--- src/rtl/lkp_pkg.sv ---
// Package lkp_pkg
// Shared register indices and sequencer state encoding for the lookup-RAM
// access port. Assumes a two-bit register index on the host side.
package lkp_pkg;

    localparam logic [1:0] IDX_PTR  = 2'd0;
    localparam logic [1:0] IDX_DATA = 2'd1;
    localparam logic [1:0] IDX_CTRL = 2'd2;

    localparam int CTRL_STORE_BIT = 0;
    localparam int CTRL_LOAD_BIT  = 1;

    typedef enum logic [0:0] {
        SEQ_IDLE = 1'b0,
        SEQ_CAPT = 1'b1
    } seq_state_t;

endpackage

--- src/rtl/lkp_ram.sv ---
// Module lkp_ram
// Single-port synchronous memory of 2**ADDR_W words. A store takes effect at
// the clock edge where wr_en is high; a load registers the word onto rd_data
// at the edge where rd_en is high. Assumes the two enables are never high
// together. Contents are not reset, only the output register is.
module lkp_ram #(
    parameter int ADDR_W = 7,
    parameter int DATA_W = 8
) (
    input  logic              clk,
    input  logic              rst_n,
    input  logic              wr_en,
    input  logic              rd_en,
    input  logic [ADDR_W-1:0] addr,
    input  logic [DATA_W-1:0] wr_data,
    output logic [DATA_W-1:0] rd_data
);

    localparam int DEPTH = 1 << ADDR_W;

    logic [DATA_W-1:0] mem [DEPTH];

    // Store port: write the addressed word.
    always_ff @(posedge clk) begin
        if (wr_en) begin
            mem[addr] <= wr_data;
        end
    end

    // Load port: register the addressed word.
    always_ff @(posedge clk) begin
        if (!rst_n) begin
            rd_data <= '0;
        end else if (rd_en) begin
            rd_data <= mem[addr];
        end
    end

    // the sequencer never stores and loads in the same cycle.
    assert_no_dual_access_R8: assert property (@(posedge clk) disable iff (!rst_n)
        !(wr_en && rd_en));

endmodule

--- src/rtl/lkp_sequencer.sv ---
// Module lkp_sequencer
// Turns a pending strobe into memory cycles. A store uses one cycle: the
// memory write enable is raised and the access completes at the same edge.
// A load uses two cycles: the first presents the location to the memory and
// the second captures its output. Assumes at most one strobe is pending.
module lkp_sequencer
    import lkp_pkg::*;
(
    input  logic clk,
    input  logic rst_n,
    input  logic load_pend,
    input  logic store_pend,
    output logic mem_we,
    output logic mem_re,
    output logic capture,
    output logic done
);

    seq_state_t state_q;

    // State register: go to capture after presenting a load location.
    always_ff @(posedge clk) begin
        if (!rst_n) begin
            state_q <= SEQ_IDLE;
        end else begin
            unique case (state_q)
                SEQ_IDLE: if (load_pend) state_q <= SEQ_CAPT;
                SEQ_CAPT: state_q <= SEQ_IDLE;
                default:  state_q <= SEQ_IDLE;
            endcase
        end
    end

    // Memory controls and completion pulse from state and pending strobes.
    always_comb begin
        mem_we  = (state_q == SEQ_IDLE) && store_pend;
        mem_re  = (state_q == SEQ_IDLE) && load_pend;
        capture = (state_q == SEQ_CAPT);
        done    = mem_we || capture;
    end

    // a capture always follows a cycle that presented a load location.
    assert_capture_after_fetch_R4: assert property (@(posedge clk) disable iff (!rst_n)
        capture |-> $past(mem_re));

    // a load keeps its strobe pending while it is in capture.
    assert_capture_has_load_R4: assert property (@(posedge clk) disable iff (!rst_n)
        capture |-> load_pend);

endmodule

--- src/rtl/lkp_regs.sv ---
// Module lkp_regs
// Host-visible register file: pointer (location and auto-advance flag), data
// byte and control strobes. Host writes are accepted only when no strobe is
// pending. A combined strobe write keeps only the store. On completion both
// strobes clear and the pointer advances when the flag is set. Assumes
// ADDR_W + 1 <= DATA_W so that the flag fits in the pointer byte's top bit.
module lkp_regs
    import lkp_pkg::*;
#(
    parameter int ADDR_W = 7,
    parameter int DATA_W = 8
) (
    input  logic              clk,
    input  logic              rst_n,
    input  logic              bus_sel,
    input  logic              bus_wr,
    input  logic [1:0]        bus_idx,
    input  logic [DATA_W-1:0] bus_wdata,
    output logic [DATA_W-1:0] bus_rdata,
    input  logic              done,
    input  logic              capture,
    input  logic [DATA_W-1:0] mem_rdata,
    output logic [ADDR_W-1:0] ptr_addr,
    output logic [DATA_W-1:0] data_byte,
    output logic              load_pend,
    output logic              store_pend
);

    localparam int PAD_W = DATA_W - 1 - ADDR_W;
    localparam logic [ADDR_W-1:0] ADDR_STEP = {{(ADDR_W-1){1'b0}}, 1'b1};

    logic              adv_flag;
    logic              busy;
    logic              host_we;
    logic [DATA_W-1:0] ptr_byte;
    logic [DATA_W-1:0] ctrl_byte;

    // Host write qualification: blocked while any strobe is pending.
    always_comb begin
        busy    = load_pend || store_pend;
        host_we = bus_sel && bus_wr && !busy;
    end

    // Pointer register: host load, or auto-advance at completion.
    always_ff @(posedge clk) begin
        if (!rst_n) begin
            ptr_addr <= '0;
            adv_flag <= 1'b0;
        end else if (host_we && bus_idx == IDX_PTR) begin
            ptr_addr <= bus_wdata[ADDR_W-1:0];
            adv_flag <= bus_wdata[DATA_W-1];
        end else if (done && adv_flag) begin
            ptr_addr <= ptr_addr + ADDR_STEP;
        end
    end

    // Data register: host load, or captured memory word at load completion.
    always_ff @(posedge clk) begin
        if (!rst_n) begin
            data_byte <= '0;
        end else if (capture) begin
            data_byte <= mem_rdata;
        end else if (host_we && bus_idx == IDX_DATA) begin
            data_byte <= bus_wdata;
        end
    end

    // Strobe register: set by host (store wins), cleared at completion.
    always_ff @(posedge clk) begin
        if (!rst_n) begin
            load_pend  <= 1'b0;
            store_pend <= 1'b0;
        end else if (done) begin
            load_pend  <= 1'b0;
            store_pend <= 1'b0;
        end else if (host_we && bus_idx == IDX_CTRL) begin
            store_pend <= bus_wdata[CTRL_STORE_BIT];
            load_pend  <= bus_wdata[CTRL_LOAD_BIT] && !bus_wdata[CTRL_STORE_BIT];
        end
    end

    // Pointer byte packing: flag on top, zero padding when the field is narrow.
    generate
        if (PAD_W > 0) begin : g_ptr_pad
            assign ptr_byte = {adv_flag, {PAD_W{1'b0}}, ptr_addr};
        end else begin : g_ptr_nopad
            assign ptr_byte = {adv_flag, ptr_addr};
        end
    endgenerate

    assign ctrl_byte = {{(DATA_W-2){1'b0}}, load_pend, store_pend};

    // Read multiplexer: combinational view of the indexed register.
    always_comb begin
        unique case (bus_idx)
            IDX_PTR:  bus_rdata = ptr_byte;
            IDX_DATA: bus_rdata = data_byte;
            IDX_CTRL: bus_rdata = ctrl_byte;
            default:  bus_rdata = '0;
        endcase
    end

    // at most one strobe is ever pending.
    assert_single_strobe_R8: assert property (@(posedge clk) disable iff (!rst_n)
        !(load_pend && store_pend));

    // a store strobe is pending for exactly one cycle.
    assert_store_one_cycle_R3: assert property (@(posedge clk) disable iff (!rst_n)
        store_pend |=> !store_pend);

    // a fresh load strobe is still pending in the next cycle.
    assert_load_second_cycle_R4: assert property (@(posedge clk) disable iff (!rst_n)
        $rose(load_pend) |=> load_pend);

    // a load strobe clears after its second cycle.
    assert_load_two_cycles_R4: assert property (@(posedge clk) disable iff (!rst_n)
        (load_pend && $past(load_pend)) |=> !load_pend);

    // while an access is in flight the pointer and flag hold.
    assert_ptr_held_busy_R9: assert property (@(posedge clk) disable iff (!rst_n)
        (busy && !done) |=> ($stable(ptr_addr) && $stable(adv_flag)));

    // completion with the flag set steps the pointer by one.
    assert_ptr_advance_R5: assert property (@(posedge clk) disable iff (!rst_n)
        (done && adv_flag) |=> (ptr_addr == $past(ptr_addr) + ADDR_STEP));

    // completion with the flag clear leaves the pointer alone.
    assert_ptr_hold_R6: assert property (@(posedge clk) disable iff (!rst_n)
        (done && !adv_flag) |=> $stable(ptr_addr));

endmodule

--- src/rtl/lkp_access_port.sv ---
// Module lkp_access_port
// Top level of the indirect lookup-RAM access port: host register file,
// access sequencer and the 2**ADDR_W by DATA_W memory. Assumes a host that
// drives bus_sel/bus_wr for one cycle per register write and polls the
// control register for completion.
module lkp_access_port #(
    parameter int ADDR_W = 7,
    parameter int DATA_W = 8
) (
    input  logic              clk,
    input  logic              rst_n,
    input  logic              bus_sel,
    input  logic              bus_wr,
    input  logic [1:0]        bus_idx,
    input  logic [DATA_W-1:0] bus_wdata,
    output logic [DATA_W-1:0] bus_rdata
);

    logic [ADDR_W-1:0] ptr_addr;
    logic [DATA_W-1:0] data_byte;
    logic [DATA_W-1:0] mem_rdata;
    logic              load_pend;
    logic              store_pend;
    logic              mem_we;
    logic              mem_re;
    logic              capture;
    logic              done;

    lkp_regs #(
        .ADDR_W (ADDR_W),
        .DATA_W (DATA_W)
    ) u_regs (
        .clk        (clk),
        .rst_n      (rst_n),
        .bus_sel    (bus_sel),
        .bus_wr     (bus_wr),
        .bus_idx    (bus_idx),
        .bus_wdata  (bus_wdata),
        .bus_rdata  (bus_rdata),
        .done       (done),
        .capture    (capture),
        .mem_rdata  (mem_rdata),
        .ptr_addr   (ptr_addr),
        .data_byte  (data_byte),
        .load_pend  (load_pend),
        .store_pend (store_pend)
    );

    lkp_sequencer u_seq (
        .clk        (clk),
        .rst_n      (rst_n),
        .load_pend  (load_pend),
        .store_pend (store_pend),
        .mem_we     (mem_we),
        .mem_re     (mem_re),
        .capture    (capture),
        .done       (done)
    );

    lkp_ram #(
        .ADDR_W (ADDR_W),
        .DATA_W (DATA_W)
    ) u_ram (
        .clk     (clk),
        .rst_n   (rst_n),
        .wr_en   (mem_we),
        .rd_en   (mem_re),
        .addr    (ptr_addr),
        .wr_data (data_byte),
        .rd_data (mem_rdata)
    );

endmodule

--- config.mk ---
export PLATFORM = sky130hd
export DESIGN_NAME = lkp_access_port
export DESIGN_NICKNAME = d
export VERILOG_FILES = /design/src/rtl/lkp_pkg.sv /design/src/rtl/lkp_ram.sv /design/src/rtl/lkp_sequencer.sv /design/src/rtl/lkp_regs.sv /design/src/rtl/lkp_access_port.sv
export SDC_FILE = /design/constraint.sdc
export NUM_CORES = 1
export LEC_CHECK = 0
export ABC_AREA = 1
export BUFFER_PORTS_ARGS = -buffer_cell sky130_fd_sc_hd__buf_2
export CORE_MARGIN = 3
export CORE_UTILIZATION = 39
export DETAILED_ROUTE_END_ITERATION = 6
export SLEW_MARGIN = 20
export SYNTH_ARGS = -nofsm -noshare
export SYNTH_HDL_FRONTEND = slang
export SYNTH_HIERARCHICAL = 1
export SYNTH_SLANG_ARGS = --single-unit
--- constraint.sdc ---
create_clock -name clk -period 4.3 [get_ports clk]
set_clock_uncertainty 0.05 [all_clocks]
set_input_delay 1.075 -clock clk [delete_from_list [all_inputs] [get_ports clk]]
set_output_delay 1.075 -clock clk [all_outputs]
set_load 0.01 [all_outputs]
Word level (Yosys, flattened, before mapping) --
Memory sizes are Yosys's and may differ from the RTL's. A register that Yosys moved wholly into a read port is not among the register bits. Cells that the tools add are included.
Storage, ports and cells: register bits after elaboration 19, memory bits (writable) 1024, input port bits 14, memories kept 1
Operators by class: add/subtract/negate cells 1, equality and inequality tests 2, muxes and demuxes 9, bitwise operators 2, reduce and logical (&&, ||, !) cells 18
Memory list:
- u_ram.mem | depth 128, width 8, read ports 1, clocked after memory_dff 1, write ports 1, line lkp_ram.sv:21 | logic [DATA_W-1:0] mem [DEPTH];
Operators with widths (number):
- $pmux W8 S3 | 1
- $mux W8 | 2
- $mux W7 | 2
- $logic_and A1 B1 Y1 | 9
- $add A7 B1 Y7 const B | 1
- $reduce_bool A2 Y1 | 2
- $logic_not A1 Y1 | 3
- $mux W1 | 3
- $eq A2 B1 Y1 const B | 1
- $eq A2 B2 Y1 const B | 1
- $logic_not A2 Y1 | 1
- $logic_or A1 B1 Y1 | 2
- $not A1 Y1 | 2
- $pmux W1 S2 | 1
- $reduce_or A2 Y1 | 1

Depth between registers and ports, before layout --
Gate-level depths: netlist of run 1.
depth in word-level cells 6, gate-level depth with buffers 17, depth with buffers taken out 13

Cells and area by module --
The synthesis of run 1 kept the hierarchy.
By module, submodules not included:
- lkp_ram | instances 1, cells each 4179, area an instance 43330.3 sq um, seq. area each 30909.6 sq um
- lkp_regs | instances 1, cells each 189, area an instance 1154.9 sq um, seq. area each 360.3 sq um
- lkp_sequencer | instances 1, cells each 9, area an instance 55.1 sq um, seq. area each 20.0 sq um

Worst setup path before layout of run 1 --
OpenSTA, ideal clock, no wires.
path type reg-to-output, start reg u_regs.data_byte[2], end out bus_rdata[2], arrival time 2.365 ns, setup slack 0.810 ns, stages on the path, launching flop included 3, buffers on the path 0, path through dfxtp_1 > inv_1 > o21ai_0
On the way: word-level cells in the longest chain between the ends 1
RTL lines:
- start, declared | line lkp_regs.sv:24 | output logic [DATA_W-1:0] data_byte,
- start signal, assigned | line lkp_regs.sv:62 | data_byte <= mem_rdata;
- start signal, assigned | line lkp_regs.sv:64 | data_byte <= bus_wdata;
- $pmux W8 S3 | line lkp_regs.sv:95 | unique case (bus_idx)
- end, declared | line lkp_access_port.sv:16 | output logic [DATA_W-1:0] bus_rdata
Every way passes these cells.

Worst setup path after layout of run 1 --
start reg u_regs.ptr_addr[1], end out bus_rdata[1]
On the way: word-level cells in the longest chain between the ends 1
RTL lines:
- start, declared | line lkp_regs.sv:23 | output logic [ADDR_W-1:0] ptr_addr,
- start signal, assigned | line lkp_regs.sv:50 | ptr_addr <= bus_wdata[ADDR_W-1:0];
- start signal, assigned | line lkp_regs.sv:53 | ptr_addr <= ptr_addr + ADDR_STEP;
- $pmux W8 S3 | line lkp_regs.sv:95
Every way passes these cells.

==> flow_summary.rst, run 1 <==
.. list-table::
   :header-rows: 1

   * - Metric
     - Value
   * - Run status
     - completed
   * - Simple-gate share of the synthesized area
     - 25.0%
   * - Post-placement cell area
     - 46500 um2
   * - Worst-Skew Late Latency
     - 0.70 ns
   * - Overall Global Routing Usage
     - 20.3%
   * - Worst Hold Endpoint
     - u_regs/adv_flag$_SDFFE_PN0P_
   * - Total of max-cap violations
     - 0
   * - GRT Residual Overflow
     - 0
   * - Post-synthesis area per instance
     - 10.2 um2
   * - Largest area contributor in the synthesized netlist
     - edfxtp_1
   * - IO Port Bufs
     - 21
   * - Number of vias per cell after detailed routing
     - 5.07
   * - Clock period minus worst slack
     - 3.77 ns
   * - Fraction of the cycle the final worst path needs
     - 87.6%
   * - Final design area excluding fillers
     - 50100 um2
   * - Maximum clock path buffer count
     - 3
   * - Fraction of synthesized cell area in xor and xnor cells
     - 0.0393%
   * - Maximum frequency from static timing analysis
     - 266 MHz
   * - WP data required
     - 3.17 ns
   * - Area of the core
     - 113000 um2
   * - Reg-to-Reg End
     - u_ram/rd_data[6]$_SDFFE_PN0P_
   * - Initial antenna violation count
     - 3
   * - Total clock sinks
     - 1051
   * - Slew at the pin with the worst max-slew slack
     - 1.13 ns
   * - Count of nets left with antenna violations after detail routing
     - 0
   * - Final sum of negative setup slack
     - 0 ns
   * - Path type of the worst setup path
     - flip-flop to output pin
   * - Critical path capture point type
     - output pin
   * - Routed length on met1
     - 50300 um
   * - Cell leakage power
     - 0.0199 uW
   * - Post-CTS repair timing setup buffer count
     - 0
   * - Synth Cell Area
     - 44500 um2
   * - Sequential fraction of the synthesis area
     - 70.3%
   * - Number of DRC violations after detailed-routing iteration 0
     - 3207
   * - Met2 wirelength from detailed routing
     - 57500 um
   * - Count of cell types in the netlist
     - 32
   * - Clock input transition at the sequential cells of the worst setup and hold paths
     - 0.06 ns
   * - Pwr per Cell Area
     - 425 nW/um2
   * - Clock tree from TritonCTS
     - built
   * - Final count of hold timing violations
     - 0
   * - Uppermost layer routed
     - met5
   * - Fill cell count
     - 10600
   * - Data arrival time at the worst-slack endpoint
     - 2.64 ns
   * - Via count of the first global-routing pass
     - 28700
   * - Most used cells in the layout excluding fill and tap cells
     - 2499 x nand2_1, 1024 x edfxtp_1, 216 x nor2_1
   * - Cell at the root of the clock tree
     - clkbuf_16
   * - Net count after synthesis
     - 4392
   * - Number of search-and-repair iterations in the first detailed-routing pass
     - 5
   * - Met3 Wirelength
     - 8860 um
   * - Hold Path Cell Cnt
     - 2
   * - Floorplan die width
     - 344 um
   * - Antenna diode count
     - 0
   * - Total number of nets in the final design
     - 4401
   * - Total of hold buffers inserted after clock tree synthesis
     - 0
   * - Post-synthesis register bit count
     - 1051
   * - RSZ-0062 raised after global routing
     - no
   * - Critical hold path startpoint
     - u_regs/adv_flag$_SDFFE_PN0P_
   * - Worst min-delay path category
     - flip-flop to flip-flop
   * - Sum of net half-perimeters after detailed placement
     - 70700 um
   * - Slew headroom
     - 24.6%
   * - Cell types with the largest area share after synthesis
     - edfxtp_1 69%, nand2_1 21%, nor2_1 1.8%
   * - Internal reg-to-reg setup slack
     - 1.16 ns
   * - Multiplexer share of the synthesized area
     - 0%
   * - Row count
     - 123
   * - Commonest non-fill, non-tap cell in the layout
     - nand2_1
   * - Number of vias after detailed routing
     - 30300
   * - Number of buffers created by CTS
     - 110
   * - Startpoint type of the worst setup path
     - flip-flop
   * - Worst ir drop on vdd
     - 0.359 mV
   * - Area added between synthesis and finish
     - 12.5%
   * - Routed WL per cell
     - 20.3 um
   * - Fraction of final layout cells sized beyond drive strength 1
     - 7.39%
   * - Number of pins with negative max-slew slack in the final report
     - 0
   * - Crit Reg-Reg Startpoint
     - u_regs/ptr_addr[0]$_SDFFE_PN0P_
   * - Warning count from the yosys run
     - 6
   * - Chip height
     - 344 um
   * - Synth Area in Compound Gates
     - 1.82%
   * - R2r worst-path depth
     - 12
   * - Weighted congestion at the end of routability-driven global placement
     - 0.864
   * - Number of primary I/O pins
     - 22
   * - Main combinational cell family by area after synthesis
     - simple AND/OR/NAND/NOR gates
   * - Finish-stage setup viols
     - 0
   * - CTS resizes
     - 0
   * - Share of Yosys cell area claimed by the top area cell type
     - 69.0%
   * - Highest fanout seen on the critical path
     - 60
   * - Maximum number of pins on one net before global-route repair
     - 107
   * - Synthesized netlist cell count
     - 4377
   * - Maximum level of the CTS H-tree
     - 3
   * - Post-Route WL
     - 121000 um
   * - Post-synthesis share of cell area spent on full adders, half adders and majority gates
     - 0.0281%
   * - Initial Util
     - 39.4%
   * - Count of unresolved DRC violations after routing
     - 0
   * - Global-route wire length before repair
     - 181000 um
   * - Die Footprint
     - 118000 um2
## area by class of cell
type | instances | area [um2] | area share, %
flip-flops and latches | 1051 | 31300 | 62.5
multi-input cells | 3042 | 12000 | 24.0
clock buffers | 146 | 2960 | 5.91
well taps | 1500 | 1880 | 3.75
repair buffers | 123 | 1040 | 2.08
clock inverters | 61 | 658 | 1.31
inverters | 58 | 233 | 0.464
## flip-flops by register name (all words and copies together) (netlist names)
name / count
u_ram/mem: 1024
u_seq/capture: 1
u_regs/adv_flag: 1
u_regs/store_pend: 1
u_regs/ptr_addr: 7
u_regs/load_pend: 1
u_regs/data_byte: 8
u_ram/rd_data: 8
## cell families after synthesis
group                      Yosys count
buffers and inverters              284
DFF                               1051
adders and majority gates            1
and+or+nand+nor                   2886
xor gates and xnor gates             2
AOI/OAI and AO/OA                  153
## worst max path at each step
stage,startpoint,endpoint,slack [ns],cells past startpoint
finish,u_regs/ptr_addr[1]$_SDFFE_PN0P_,bus_rdata[1],0.53,4
global route,u_regs/ptr_addr[1]$_SDFFE_PN0P_,bus_rdata[1],0.37,4
CTS,u_regs/ptr_addr[1]$_SDFFE_PN0P_,bus_rdata[1],0.52,4
detailed placement,u_regs/ptr_addr[4]$_SDFFE_PN0P_,u_ram/mem[82][4]$_DFFE_PP_,1.21,4
global placement,u_regs/ptr_addr[1]$_SDFFE_PN0P_,u_ram/rd_data[7]$_SDFFE_PN0P_,1.14,13
floorplan,u_regs/data_byte[2]$_SDFFE_PN0P_,bus_rdata[2],0.81,2
## cell usage after synthesis
master and n:
nor2_1 219, nand4_1 26, o211ai_1 15, inv_2 10, a21oi_1 61, o22ai_1 1, or2_0 2, o21ai_0 60
or2_2 11, buf_1 24, nand3_1 110, inv_1 46, nor2_4 3, nand2_1 2499, nand3_2 2, clkinv_1 2
nor3_1 2, xor2_1 2, dfxtp_1 27, o21ai_1 13, or2_1 2, nand2_2 4, a31oi_1 2, o221ai_1 1
buf_6 3, edfxtp_1 1024, buf_4 3, clkbuf_1 65, ha_1 1, nand2_4 2, nor2_2 4, buf_2 131
## critical path, cell delays in order (launching register included)
cell	delay, ns
dfxtp_4	0.76
buf_4	0.71
nand2_1	0.12
nand3_1	0.12
buf_2	0.14
## per-stage QoR
stage / util, % / hold WS (ns) / total power, uW / std cells / setup WS, ns
after floorplan: - / 0.389 / 11800 / 4377 / 0.810
after global placement: 41.1 / 0.444 / 12000 / 5773 / 1.14
after detailed placement: 41.1 / 0.445 / 12000 / 5773 / 1.21
after CTS: 44.3 / 0.452 / 21500 / 5980 / 0.524
after global routing: 44.4 / 0.469 / 22000 / 5981 / 0.371
final: 44.4 / 0.460 / 21300 / 5981 / 0.534
## power breakdown
group / leakage, uW / switching (uW) / total [uW] / internal (uW)
clock: 0.00177 / 3920 / 9480 / 5560
sequential: 0.00969 / 51.0 / 11200 / 11200
combinational: 0.00847 / 472 / 613 / 141
## routing by layer
| metal | vias to the layer above | GRT usage [%] |
|---|---|---|
| met3 | 219 | 3.16 |
| met1 | 14600 | 27.5 |
| met2 | 1068 | 33.2 |
| met4 | 4 | 7.35 |
| li1 | 14400 | - |
| met5 | - | 0 |
Note: power is estimated with default switching activity, not from simulation.
==> inputs of run 2 (changes only) <==
CORE_UTILIZATION = 63   (was 39)
PLACE_DENSITY = 0.79   (was not set)
==> flow_summary.rst, run 2 (synthesis gave the netlist of run 1 again) <==
.. list-table::
   :header-rows: 1

   * - Metric
     - Value
   * - Fill cell count
     - 4754
   * - Reg-to-Reg End
     - u_ram/rd_data[6]$_SDFFE_PN0P_
   * - Area added between synthesis and finish
     - 9.29%
   * - Weighted congestion at the end of routability-driven global placement
     - 0.916
   * - Worst min-delay path category
     - flip-flop to flip-flop
   * - IO Port Bufs
     - 21
   * - Global-route wire length before repair
     - 173000 um
   * - WP data required
     - 3.17 ns
   * - Chip height
     - 272 um
   * - Worst path cell trace
     - buf_4 -> nand2_1 -> o21ai_0 -> buf_2
   * - Startpoint type of the worst setup path
     - flip-flop
   * - R2r worst-path depth
     - 12
   * - Worst ir drop on vdd
     - 0.420 mV
   * - Pwr per Cell Area
     - 419 nW/um2
   * - Highest fanout seen on the critical path
     - 42
   * - Capturing element of the worst setup path
     - bus_rdata[2]
   * - Count of unresolved DRC violations after routing
     - 0
   * - Number of vias after detailed routing
     - 31600
   * - Total number of nets in the final design
     - 4361
   * - Crit path buffers/inverters
     - 2
   * - Most used cells in the layout excluding fill and tap cells
     - 2499 x nand2_1, 1024 x edfxtp_1, 217 x nor2_1
   * - Regs by FF count
     - u_ram/mem (1024), u_ram/rd_data (8), u_regs/data_byte (8)
   * - Total of max-cap violations
     - 0
   * - Number of buffers created by CTS
     - 103
   * - Number of pins with negative max-slew slack in the final report
     - 0
   * - Number of primary I/O pins
     - 22
   * - CTS resizes
     - 0
   * - Clock period minus worst slack
     - 3.45 ns
   * - Top delay family on crit path
     - buffers and inverters
   * - Internal reg-to-reg setup slack
     - 1.03 ns
   * - Worst Setup Slack post-DPL
     - 1.14 ns
   * - Maximum clock path buffer count
     - 3
   * - Clock input transition at the sequential cells of the worst setup and hold paths
     - 0.06 ns
   * - Finish-stage setup viols
     - 0
   * - Commonest non-fill, non-tap cell in the layout
     - nand2_1
   * - Worst-Skew Late Latency
     - 0.66 ns
   * - Row count
     - 96
   * - Clock tree from TritonCTS
     - built
   * - RSZ-0062 raised after global routing
     - no
   * - Overall Global Routing Usage
     - 30.7%
   * - Crit Reg-Reg Startpoint
     - u_regs/ptr_addr[0]$_SDFFE_PN0P_
   * - Register ranked first by flip-flop count
     - u_ram/mem
   * - Floorplan die width
     - 272 um
   * - Maximum frequency from static timing analysis
     - 290 MHz
   * - Number of vias per cell after detailed routing
     - 5.90
   * - Slew at the pin with the worst max-slew slack
     - 1.14 ns
   * - Total clock sinks
     - 1051
   * - Final hold slack
     - 0.445 ns
   * - GRT Residual Overflow
     - 0
   * - Slew headroom
     - 24.3%
   * - Post-CTS repair timing setup buffer count
     - 0
   * - CP startpoint
     - u_regs/ptr_addr[2]$_SDFFE_PN0P_
   * - Post-route worst setup slack
     - 0.848 ns
   * - Data arrival time at the worst-slack endpoint
     - 2.33 ns
   * - Number of search-and-repair iterations in the first detailed-routing pass
     - 6
   * - Via count of the first global-routing pass
     - 29900
   * - Total of hold buffers inserted after clock tree synthesis
     - 0
   * - Routed WL per cell
     - 21.2 um
   * - Cell at the root of the clock tree
     - clkbuf_16
   * - Flip-flop count of the largest register after layout
     - 1024
   * - Peak per-stage delay on the critical path
     - 0.71 ns
   * - Sum of net half-perimeters after detailed placement
     - 64500 um
   * - Fraction of the cycle the final worst path needs
     - 80.3%
   * - Number of DRC violations after detailed-routing iteration 0
     - 4187
   * - Maximum level of the CTS H-tree
     - 3
   * - Path type of the worst setup path
     - flip-flop to output pin
   * - Initial Util
     - 64.3%
   * - Run status
     - completed
   * - Logic depth of the worst setup path including buffers
     - 4
   * - Initial antenna violation count
     - 1
   * - Final count of hold timing violations
     - 0
   * - Library cell contributing the largest single delay on the critical path
     - dfxtp_4
   * - Final sum of negative setup slack
     - 0 ns
   * - Critical path capture point type
     - output pin
   * - Cell leakage power
     - 0.0195 uW
   * - Post-Route WL
     - 114000 um
   * - Die Footprint
     - 73900 um2
   * - Area of the core
     - 69300 um2
   * - Fraction of final layout cells sized beyond drive strength 1
     - 6.28%
   * - Count of nets left with antenna violations after detail routing
     - 0
   * - Maximum number of pins on one net before global-route repair
     - 168
## run 2: cell types whose count changed in the layout (fill, tap and decap cells not counted), sizes merged
| cell | delta |
|---|---|
| clkinvlp | +2 |
| diode | +1 |
| buf | -33 |
| clkbuf | -12 |
| clkinv | -6 |
| bufinv | -6 |
## run 2: final cells by class
type	instances	area [um2]	share of cell area, %
sequential	1051	31300	64.4
multi-input combinational	3042	12000	24.6
tap	931	1160	2.39
inverter	58	231	0.476
timing repair buffer	90	752	1.54
antenna	1	2.50	0.00514
clock inverter	51	462	0.948
clock buffer	134	2740	5.64
## run 2: worst min path at each step
stage / startpoint / slack [ns] / endpoint / cells after the start
floorplan: u_regs/adv_flag$_SDFFE_PN0P_ / 0.39 / u_regs/adv_flag$_SDFFE_PN0P_ / 2
global placement: u_regs/adv_flag$_SDFFE_PN0P_ / 0.43 / u_regs/adv_flag$_SDFFE_PN0P_ / 2
detailed placement: u_regs/adv_flag$_SDFFE_PN0P_ / 0.43 / u_regs/adv_flag$_SDFFE_PN0P_ / 2
CTS: u_regs/adv_flag$_SDFFE_PN0P_ / 0.44 / u_regs/adv_flag$_SDFFE_PN0P_ / 2
global route: u_regs/adv_flag$_SDFFE_PN0P_ / 0.48 / u_regs/adv_flag$_SDFFE_PN0P_ / 2
finish: u_regs/adv_flag$_SDFFE_PN0P_ / 0.44 / u_regs/adv_flag$_SDFFE_PN0P_ / 2
## run 2: metal layers
metal / vias to the layer above / wire length (um) / global-route usage (%)
met2: 1980 / 53400 / 48.5
met3: 349 / 13000 / 5.78
li1: 14300 / - / -
met1: 15000 / 41900 / 41.6
met5: - / 11 / 0
met4: 2 / 5640 / 14.6
## run 2: tightest hold or removal path, stage by stage, from the launching register on
cell,delay (ns)
dfxtp_1,0.31
inv_1,0.07
a21oi_1,0.06
## run 2: stage by stage
step	util, %	power [uW]	instances	instance area (um2)
after floorplan	-	11800	4377	44500
after global placement	65.6	12000	5172	45500
after detailed placement	65.6	12000	5172	45500
after CTS	70.2	20500	5357	48700
after global routing	70.2	20900	5357	48700
final	70.2	20400	5358	48700
## run 2: where the power goes
part	leakage [uW]	internal (uW)	switching (uW)
Sequential	0.00969	11200	56.1
Combinational	0.00828	135	457
Clock	0.00156	4860	3730
